===== src/rtl/eem_pkg.sv =====
package eem_pkg;
  localparam int OPC_W   = 3;
  localparam int ADDR_W  = 6;
  localparam int DATA_W  = 16;
  localparam int HDR_W   = OPC_W + ADDR_W;
  localparam int FRAME_W = HDR_W + DATA_W;
  localparam int SLOT_W  = $clog2(FRAME_W + 1);

  typedef enum logic [1:0] {
    OP_WREN  = 2'b00,
    OP_WRITE = 2'b01,
    OP_READ  = 2'b10,
    OP_NONE  = 2'b11
  } ee_op_e;

  typedef enum logic [1:0] {
    ST_IDLE,
    ST_LOW,
    ST_HIGH,
    ST_TAIL
  } ee_st_e;

  localparam logic [OPC_W-1:0] OPC_WREN  = 3'b100;
  localparam logic [OPC_W-1:0] OPC_WRITE = 3'b101;
  localparam logic [OPC_W-1:0] OPC_READ  = 3'b110;

  // Outgoing bits, left aligned: the first bit sent is the MSB.
  function automatic logic [FRAME_W-1:0] build_frame(input ee_op_e op,
                                                     input logic [ADDR_W-1:0] a,
                                                     input logic [DATA_W-1:0] d);
    case (op)
      OP_WREN:  return {OPC_WREN, {ADDR_W{1'b1}}, {DATA_W{1'b0}}};
      OP_WRITE: return {OPC_WRITE, a, d};
      OP_READ:  return {OPC_READ, a, {DATA_W{1'b0}}};
      default:  return '0;
    endcase
  endfunction

  // Number of clock pulses in the frame.
  function automatic logic [SLOT_W-1:0] frame_slots(input ee_op_e op);
    return (op == OP_WREN) ? SLOT_W'(HDR_W) : SLOT_W'(FRAME_W);
  endfunction
endpackage


===== src/rtl/eem_phase_timer.sv =====
module eem_phase_timer #(
  parameter int DIV_W = 8
) (
  input  logic             clk,
  input  logic             rst,
  input  logic             load,
  input  logic             run,
  input  logic [DIV_W-1:0] half,
  output logic             tick
);
  logic [DIV_W-1:0] cnt;
  logic [DIV_W-1:0] reload;

  function automatic logic [DIV_W-1:0] eff_half(input logic [DIV_W-1:0] h);
    return (h == '0) ? DIV_W'(1) : h;
  endfunction

  assign tick = run && (cnt == '0);

  always_ff @(posedge clk) begin
    if (rst) begin
      cnt    <= '0;
      reload <= DIV_W'(1);
    end else if (load) begin
      reload <= eff_half(half);
      cnt    <= eff_half(half) - DIV_W'(1);
    end else if (run) begin
      cnt <= tick ? reload - DIV_W'(1) : cnt - DIV_W'(1);
    end
  end
endmodule


===== src/rtl/eem_shifter.sv =====
module eem_shifter #(
  parameter int FRAME_W = 25,
  parameter int DATA_W  = 16
) (
  input  logic               clk,
  input  logic               rst,
  input  logic               load,
  input  logic [FRAME_W-1:0] frame,
  input  logic               shift,
  input  logic               smp,
  input  logic               di,
  output logic               next_bit,
  output logic [DATA_W-1:0]  rx_next
);
  logic [FRAME_W-1:0] tx;
  logic [DATA_W-1:0]  rx;

  assign next_bit = tx[FRAME_W-2];
  assign rx_next  = smp ? {rx[DATA_W-2:0], di} : rx;

  always_ff @(posedge clk) begin
    if (rst) begin
      tx <= '0;
      rx <= '0;
    end else begin
      if (load)       tx <= frame;
      else if (shift) tx <= {tx[FRAME_W-2:0], 1'b0};
      rx <= load ? '0 : rx_next;
    end
  end
endmodule


===== src/rtl/eem_master.sv =====
module eem_master #(
  parameter int DIV_W = 8
) (
  input  logic                       clk,
  input  logic                       rst,
  input  logic                       cmd_valid,
  input  logic [1:0]                 cmd_op,
  input  logic [eem_pkg::ADDR_W-1:0] cmd_addr,
  input  logic [eem_pkg::DATA_W-1:0] cmd_wdata,
  input  logic [DIV_W-1:0]           half_period,
  output logic [eem_pkg::DATA_W-1:0] rdata,
  output logic                       busy,
  output logic                       done,
  output logic                       ee_cs,
  output logic                       ee_sck,
  output logic                       ee_do,
  input  logic                       ee_di
);
  import eem_pkg::*;

  ee_st_e              state;
  logic [SLOT_W-1:0]   slots;
  logic                rd_op;
  logic                smp_pend;
  logic                phase_tick;
  logic                tx_next;
  logic [DATA_W-1:0]   rx_next;
  logic [FRAME_W-1:0]  frame_w;
  ee_op_e              op_in;

  // Named internal events
  logic start_acc, bit_done, last_bit, frame_end, in_slot;

  assign op_in     = ee_op_e'(cmd_op);
  assign frame_w   = build_frame(op_in, cmd_addr, cmd_wdata);
  assign start_acc = cmd_valid && (state == ST_IDLE) && (op_in != OP_NONE);
  assign bit_done  = (state == ST_HIGH) && phase_tick;
  assign last_bit  = bit_done && (slots == '0);
  assign frame_end = (state == ST_TAIL) && phase_tick;
  assign in_slot   = rd_op && (slots < SLOT_W'(DATA_W));
  assign busy      = (state != ST_IDLE);

  eem_phase_timer #(.DIV_W(DIV_W)) u_timer (
    .clk  (clk),
    .rst  (rst),
    .load (start_acc),
    .run  (busy),
    .half (half_period),
    .tick (phase_tick)
  );

  eem_shifter #(.FRAME_W(FRAME_W), .DATA_W(DATA_W)) u_shift (
    .clk      (clk),
    .rst      (rst),
    .load     (start_acc),
    .frame    (frame_w),
    .shift    (bit_done),
    .smp      (smp_pend),
    .di       (ee_di),
    .next_bit (tx_next),
    .rx_next  (rx_next)
  );

  always_ff @(posedge clk) begin
    if (rst) begin
      state    <= ST_IDLE;
      ee_cs    <= 1'b0;
      ee_sck   <= 1'b0;
      ee_do    <= 1'b0;
      done     <= 1'b0;
      rdata    <= '0;
      slots    <= '0;
      rd_op    <= 1'b0;
      smp_pend <= 1'b0;
    end else begin
      done     <= 1'b0;
      smp_pend <= bit_done && in_slot;
      case (state)
        ST_IDLE: if (start_acc) begin
          state  <= ST_LOW;
          ee_cs  <= 1'b1;
          ee_sck <= 1'b0;
          ee_do  <= frame_w[FRAME_W-1];
          slots  <= frame_slots(op_in) - SLOT_W'(1);
          rd_op  <= (op_in == OP_READ);
        end
        ST_LOW: if (phase_tick) begin
          state  <= ST_HIGH;
          ee_sck <= 1'b1;
        end
        ST_HIGH: if (bit_done) begin
          ee_sck <= 1'b0;
          ee_do  <= tx_next;
          if (last_bit) state <= ST_TAIL;
          else begin
            state <= ST_LOW;
            slots <= slots - SLOT_W'(1);
          end
        end
        default: if (frame_end) begin
          state <= ST_IDLE;
          ee_cs <= 1'b0;
          ee_do <= 1'b0;
          done  <= 1'b1;
          if (rd_op) rdata <= rx_next;
        end
      endcase
    end
  end
endmodule


===== config.mk =====
export PLATFORM = sky130hd
export DESIGN_NAME = eem_master
export DESIGN_NICKNAME = d
export VERILOG_FILES = /design/src/rtl/eem_pkg.sv /design/src/rtl/eem_phase_timer.sv /design/src/rtl/eem_shifter.sv /design/src/rtl/eem_master.sv
export SDC_FILE = /design/constraint.sdc
export NUM_CORES = 1
export LEC_CHECK = 0
export ABC_AREA = 1
export BUFFER_PORTS_ARGS = -buffer_cell sky130_fd_sc_hd__clkbuf_2
export CORE_MARGIN = 2
export CORE_UTILIZATION = 30
export CTS_CLUSTER_SIZE = 40
export DETAILED_ROUTE_END_ITERATION = 10
export PLACE_DENSITY = 0.46
export RECOVER_POWER = 25
export SLEW_MARGIN = 10
export SYNTH_ARGS = -nofsm -noshare
export SYNTH_HDL_FRONTEND = slang
export SYNTH_SLANG_ARGS = --single-unit
export TNS_END_PERCENT = 50

===== constraint.sdc =====
create_clock -name clk -period 4.03 [get_ports clk]
set_input_delay 0.403 -clock clk [delete_from_list [all_inputs] [get_ports clk]]
set_output_delay 0.403 -clock clk [all_outputs]
set_load 0.02 [all_outputs]

; ---- Yosys cells after proc, flatten, opt, wreduce, memory -nomap -nowiden
; Cells that the tools add are included.
[op_classes]
add_sub_neg = 5
order_cmp = 1
eq_ne = 10
muxes = 30
bitwise_logic = 3
reduce_logical = 32
[ops]
columns = cell, count
row1 = 25-bit one-hot mux with 3 select lines, 1
row2 = 24-bit 2-to-1 mux, 2
row3 = 8-bit 2-to-1 mux, 4
row4 = "8-bit by 1-bit subtractor with 8-bit output, second input constant", 3
row5 = 5-bit 2-to-1 mux, 4
row6 = 8-bit zero test, 2
row7 = 16-bit 2-to-1 mux, 1
row8 = 4-bit AND reduction, 4
row9 = 2-bit 2-to-1 mux, 5
row10 = 5-bit one-hot mux with 2 select lines, 1
row11 = 2-bit nonzero test, 5
row12 = "5-bit by 1-bit subtractor with 5-bit output, second input constant", 2
row13 = 1-bit logical AND, 8
row14 = 1-bit 2-to-1 mux, 8
row15 = "2-bit inequality test, second input constant", 4
row16 = "2-bit == test, second input constant", 3
row17 = 1-bit one-hot mux with 3 select lines, 2
row18 = 2-bit one-hot mux with 3 select lines, 1
row19 = 3-bit AND reduction, 2
row20 = 3-bit nonzero test, 2
row21 = 5-bit zero test, 1
row22 = "5-bit less-than comparator, second input constant", 1
row23 = "2-bit by 1-bit == test with 1-bit output, second input constant", 2
row24 = 2-bit zero test, 2
row25 = 8 further kinds, 11
[totals]
reg_bits = 85
input_bits = 36
output_inout_bits = 21
elab_cells = 94

; ---- Longest topological paths before layout
[depth]
depth_word = 7
mapped_depth = 18
mapped_depth_nobuf = 18

; ---- By module
; From an unflattened synthesis, not the netlist that was laid out.
[unflattened]
cells_unflattened = 680
area_unflattened_um2 = 4538.1
[modules_own_cells]
columns = module, n_inst, cells_each, area_per_inst_um2, seq_area_each_um2
row1 = eem_shifter, 1, 266, 1784.2, 800.8
row2 = eem_master, 1, 253, 1644.1, 580.6
row3 = eem_phase_timer, 1, 161, 1109.8, 320.3

; ---- Worst setup path before layout
; No wires, ideal clock.
[synth_timing]
path_type = register to register
startpoint = register state[0]
endpoint = register u_timer.cnt[6]
setup_time_ns = 0.109
t_arrival_ns = 2.021
required_time_ns = 3.921
slack_ns = 1.900
stages_incl_launch_ff = 18
synth_period_minus_slack_ns = 2.130
path_cell_list = dfxtp_1 > inv_1 > ha_1 > inv_2 > nand3_2 > nor2_2 > nand2_1 > nand2_1 > nand2_1 > nand2_1 > inv_1 > ha_1 > inv_1 > nor2_2 > nand4_1 > nand3_1 > nand2_1 > inv_1
[synth_via]
elab_chain_len = 5
word_cells_on_any_way = 9
classes_between = mux (3) / reduce/logical (6)
[synth_lines]
columns = item, line
row1 = from (decl), eem_master.sv:21  ; ee_st_e state;
row2 = from (signal assigned), eem_master.sv:66  ; state <= ST_IDLE;
row3 = from (signal assigned), eem_master.sv:80  ; state <= ST_LOW;
row4 = from (signal assigned), eem_master.sv:88  ; state <= ST_HIGH;
row5 = 2-bit nonzero test *, eem_master.sv:41  ; assign busy = (state != ST_IDLE);
row6 = net busy, eem_master.sv:12  ; output logic busy,
row7 = 1-bit logical AND, eem_phase_timer.sv:18  ; assign tick = run && (cnt == '0);
row8 = 8-bit 2-to-1 mux, eem_phase_timer.sv:28  ; cnt <= tick ? reload - DIV_W'(1) : cnt - DIV_W'(1);
row9 = 8-bit 2-to-1 mux, eem_phase_timer.sv:27  ; end else if (run) begin
row10 = 8-bit 2-to-1 mux, eem_phase_timer.sv:24  ; end else if (load) begin
row11 = to (signal assigned), eem_phase_timer.sv:26  ; cnt <= eff_half(half) - DIV_W'(1);
row12 = to (signal assigned), eem_phase_timer.sv:28
row13 = to (decl), eem_phase_timer.sv:11  ; logic [DIV_W-1:0] cnt;
; Mark *: on every way through the listed nets, which the timed path passes. The rest lies on a longest branch. The select of a mux whose other input is x is not followed.
; A chain may end at the register's enable or synchronous reset.

; ---- Worst setup path in the final report
[layout_timing]
startpoint = register state[0]
endpoint = register rdata[9] (netlist name)
[layout_via]
elab_chain_len = 4
word_cells_on_any_way = 10
classes_between = eq/ne (3) / bitwise (1) / reduce/logical (6)
[layout_lines]
columns = item, line
row1 = 2-bit == test (tied with other cells), eem_master.sv:78  ; case (state)
row2 = 3-bit OR reduction (no source line) or 1-bit logical AND (tied branches), --
row3 = 1-bit NOT (no source line) or 1-bit logical AND (tied branches), --
row4 = 3-bit AND reduction (no source line) *, --
row5 = to (signal assigned), eem_master.sv:105  ; if (rd_op) rdata <= rx_next;
row6 = to (decl), eem_master.sv:11  ; output logic [eem_pkg::DATA_W-1:0] rdata,
; Mark *: on every way between the ends. The rest lies on a longest branch, timed or not.

==> metrics.cfg <==
[global_routing]
grt_max_degree=47
grt_overflow=0
first_global_vias=3391
antenna_found_initial=0
grt_pass1_wl_mm=16.04
grt_use_total_pct=14.01

[detailed_routing]
drt_first_pass_iters=4
routed_wirelength_mm=9.451
ant_nets=0
routedWlPerCell_um=12.67
avgViaCountPerCell=4.741
vias=3537
drc=0
drt_iter0_drc=166

[synthesis]
synth-simple-area-share_pct=23.85
ys_warn_count=0
synth_adder_area_share_pct=1.905
synth_top_area_cell=dfxtp_1
seq_area_frac_synth_pct=43.19
syn_inst=531
syn_area_per_cell_um2=7.420
synth_xor_area_share_pct=0.4446
syn_area_um2=3940
synthDistinctLibCells=33
yosysTopAreaCellShare_pct=43.19
ys_ff_latch=85
synth.area.top_cells=dfxtp_1, nand2_1, nand3_1
synth_nets=573
synth_top_family_by_area=simple AND/OR/NAND/NOR gates
synth_compound_area_share_pct=17.43
synth_mux_area_share_pct=3.049

[timing]
fmax_mhz=358.6
min_period_over_period_pct=69.20
relSlewSlack_pct=41.93
hold_viol_final=0
max_slew.worst_pin.slew_ps=869.8
setup_ws_ps=1241
rsz0062_at_grt=false
final.setup_skew_ps=9.186
finalSetupViolCount=0
setup-tns-final_ps=0
slew_viol_final=0
period_needed_ps=2789

[clock_network]
cts.clk_slew.worst_paths_ps=60
cts_setup_buffers=0
cts_buffer_depth=2
clock_latency_ps=340
root_buffer=clkbuf_16
htree_levels=3
cts_sinks=85
cts_hold_buf=0
cts_tree=yes
cts_resized=0
numCtsBuffers=9

[placed_design]
dp_hpwl_mm=6.537
post-place-ws_ps=1272
io_buffers=56
gp_congestion=0.7949

[critical_path]
cp-start-kind=flip-flop
crit_path_cell_trace=inv_1 > ha_1 > inv_1 > nand3_2 > inv_2 > nand2_4 > nor2_2 > nand2_1 > a21oi_1
crit_arrival_ps=3050
crit_slowest_cell=nor2_2
crit_fanout=20
cp_common_cell=inv_1
critPathRequiredTime_ps=4290
cp_slowest_stage_delay_ps=600
end_kind=flip-flop
crit_type=reg2reg

[die]
ios=57
std_cell_rows=41
core_um2=12720
dieArea_um2=14070
die_x_um=118.6
die_y_um=118.6
start_util_pct=30.97

[layout]
diodes=0
layout-drive-gt1-share_pct=13.59
final_common_cell=nand2_1
area_growth_pct=15.85
nets=611
final_cell_mix=nand2_1, dfxtp_1, inv_1, nand3_1, a21oi_1

[power_and_ir_drop]
total_leakage_power_nw=1.800
powerDensity_nw_per_um2=617.1
peakVddDrop_uv=194.2

[flow_run]
cap_violations=0

[status]
status=finished clean

[hold_path]
hp-class=in2reg

flip-flops by register name (all words and copies together), names as in the netlist, 2 cells and up:
register,flops
u_shift.tx,24
u_shift.rx,16
u_timer.reload,8
state,2
rdata,16
slots,5
u_timer.cnt,8
logic make-up (layout without fill, tap and decap cells):
kind of cell | Yosys count | count (layout)
compound gates | 122 | 122
xor+xnor | 2 | 2
fa+ha+maj | 6 | 6
buf+inv | 96 | 139
flops | 85 | 85
mux | 12 | 12
simple gates | 208 | 208
power by group:
part | leakage [nW] | switching (mW) | internal, mW
combinational | 0.964 | 0.604 | 0.291
sequential | 0.694 | 0.0945 | 0.993
clock | 0.142 | 0.352 | 0.482
worst max-delay path: cells and delay by family (launching register included):
| kind | cells | cell delay [ps] |
|---|---|---|
| and+or+nand+nor | 4 | 1340 |
| AOI/OAI and AO/OA | 1 | 280 |
| adders and majority gates | 1 | 280 |
| DFF | 1 | 400 |
| buffers and inverters | 3 | 400 |
per-stage QoR:
stage | power, mW | cells | cell area (um^2) | utilization, % | hold slack (ps)
6_report | 2.817 | 746 | 4564 | 35.88 | 327.2
5_1_grt | 3.028 | 746 | 4564 | 35.88 | 333.5
4_1_cts | 2.858 | 746 | 4593 | 36.10 | 319.2
3_5_place_dp | 2.013 | 730 | 4295 | 33.76 | 432.6
3_3_place_gp | 1.996 | 730 | 4295 | 33.76 | 429.3
2_1_floorplan | 1.811 | 531 | 3940 | - | 441.7
path summary, 6_finish.rpt:
kind | slack (ps) | depth (start not counted) | endpoint | from
worst max-delay path | 1240 | 9 | rdata[9] | state[0]
worst min-delay path | 330 | 3 | u_shift.tx[12] | cmd_wdata[12]
worst max register to register | 1240 | 9 | rdata[9] | state[0]
worst min register to register | 440 | 2 | rdata[15] | rdata[15]
final cells by class:
type / count / area [um^2]
clock buffers: 9 / 225.2
multi-input cells: 350 / 1837
fillers: 1432 / 8158
clock inverters: 7 / 72.57
inverters: 65 / 244.0
well taps: 172 / 215.2
flip-flops and latches: 85 / 1702
repair buffers: 58 / 269.0
cells in the mapped netlist:
master and count:
a21boi_2 1, a311oi_1 7, nand2_2 6, buf_4 2, a31oi_1 18, o21ai_0 40, ha_1 6, nor4_1 3
nand3_1 46, xnor2_1 1, nand2_1 96, buf_2 7, nand2_4 2, inv_2 5, nor2_2 6, xor2_1 1
mux2i_1 12, clkbuf_1 17, dfxtp_1 85, inv_1 58, a21oi_2 1, a21oi_1 43, clkinv_1 2, o31ai_2 1
a211oi_1 2, nand4_1 3, o21ai_1 5, buf_1 2, buf_6 3, o22ai_1 4, nor2_1 40, nand3_2 3
nor2_4 3
metal layers:
metal / wire length, um / global-route usage (%)
met5: 0 / 0
met4: 148 / 3.795
met3: 428 / 4.199
met2: 4413 / 22.67
met1: 4460 / 18.08
Note: power is estimated with default switching activity, not from simulation.
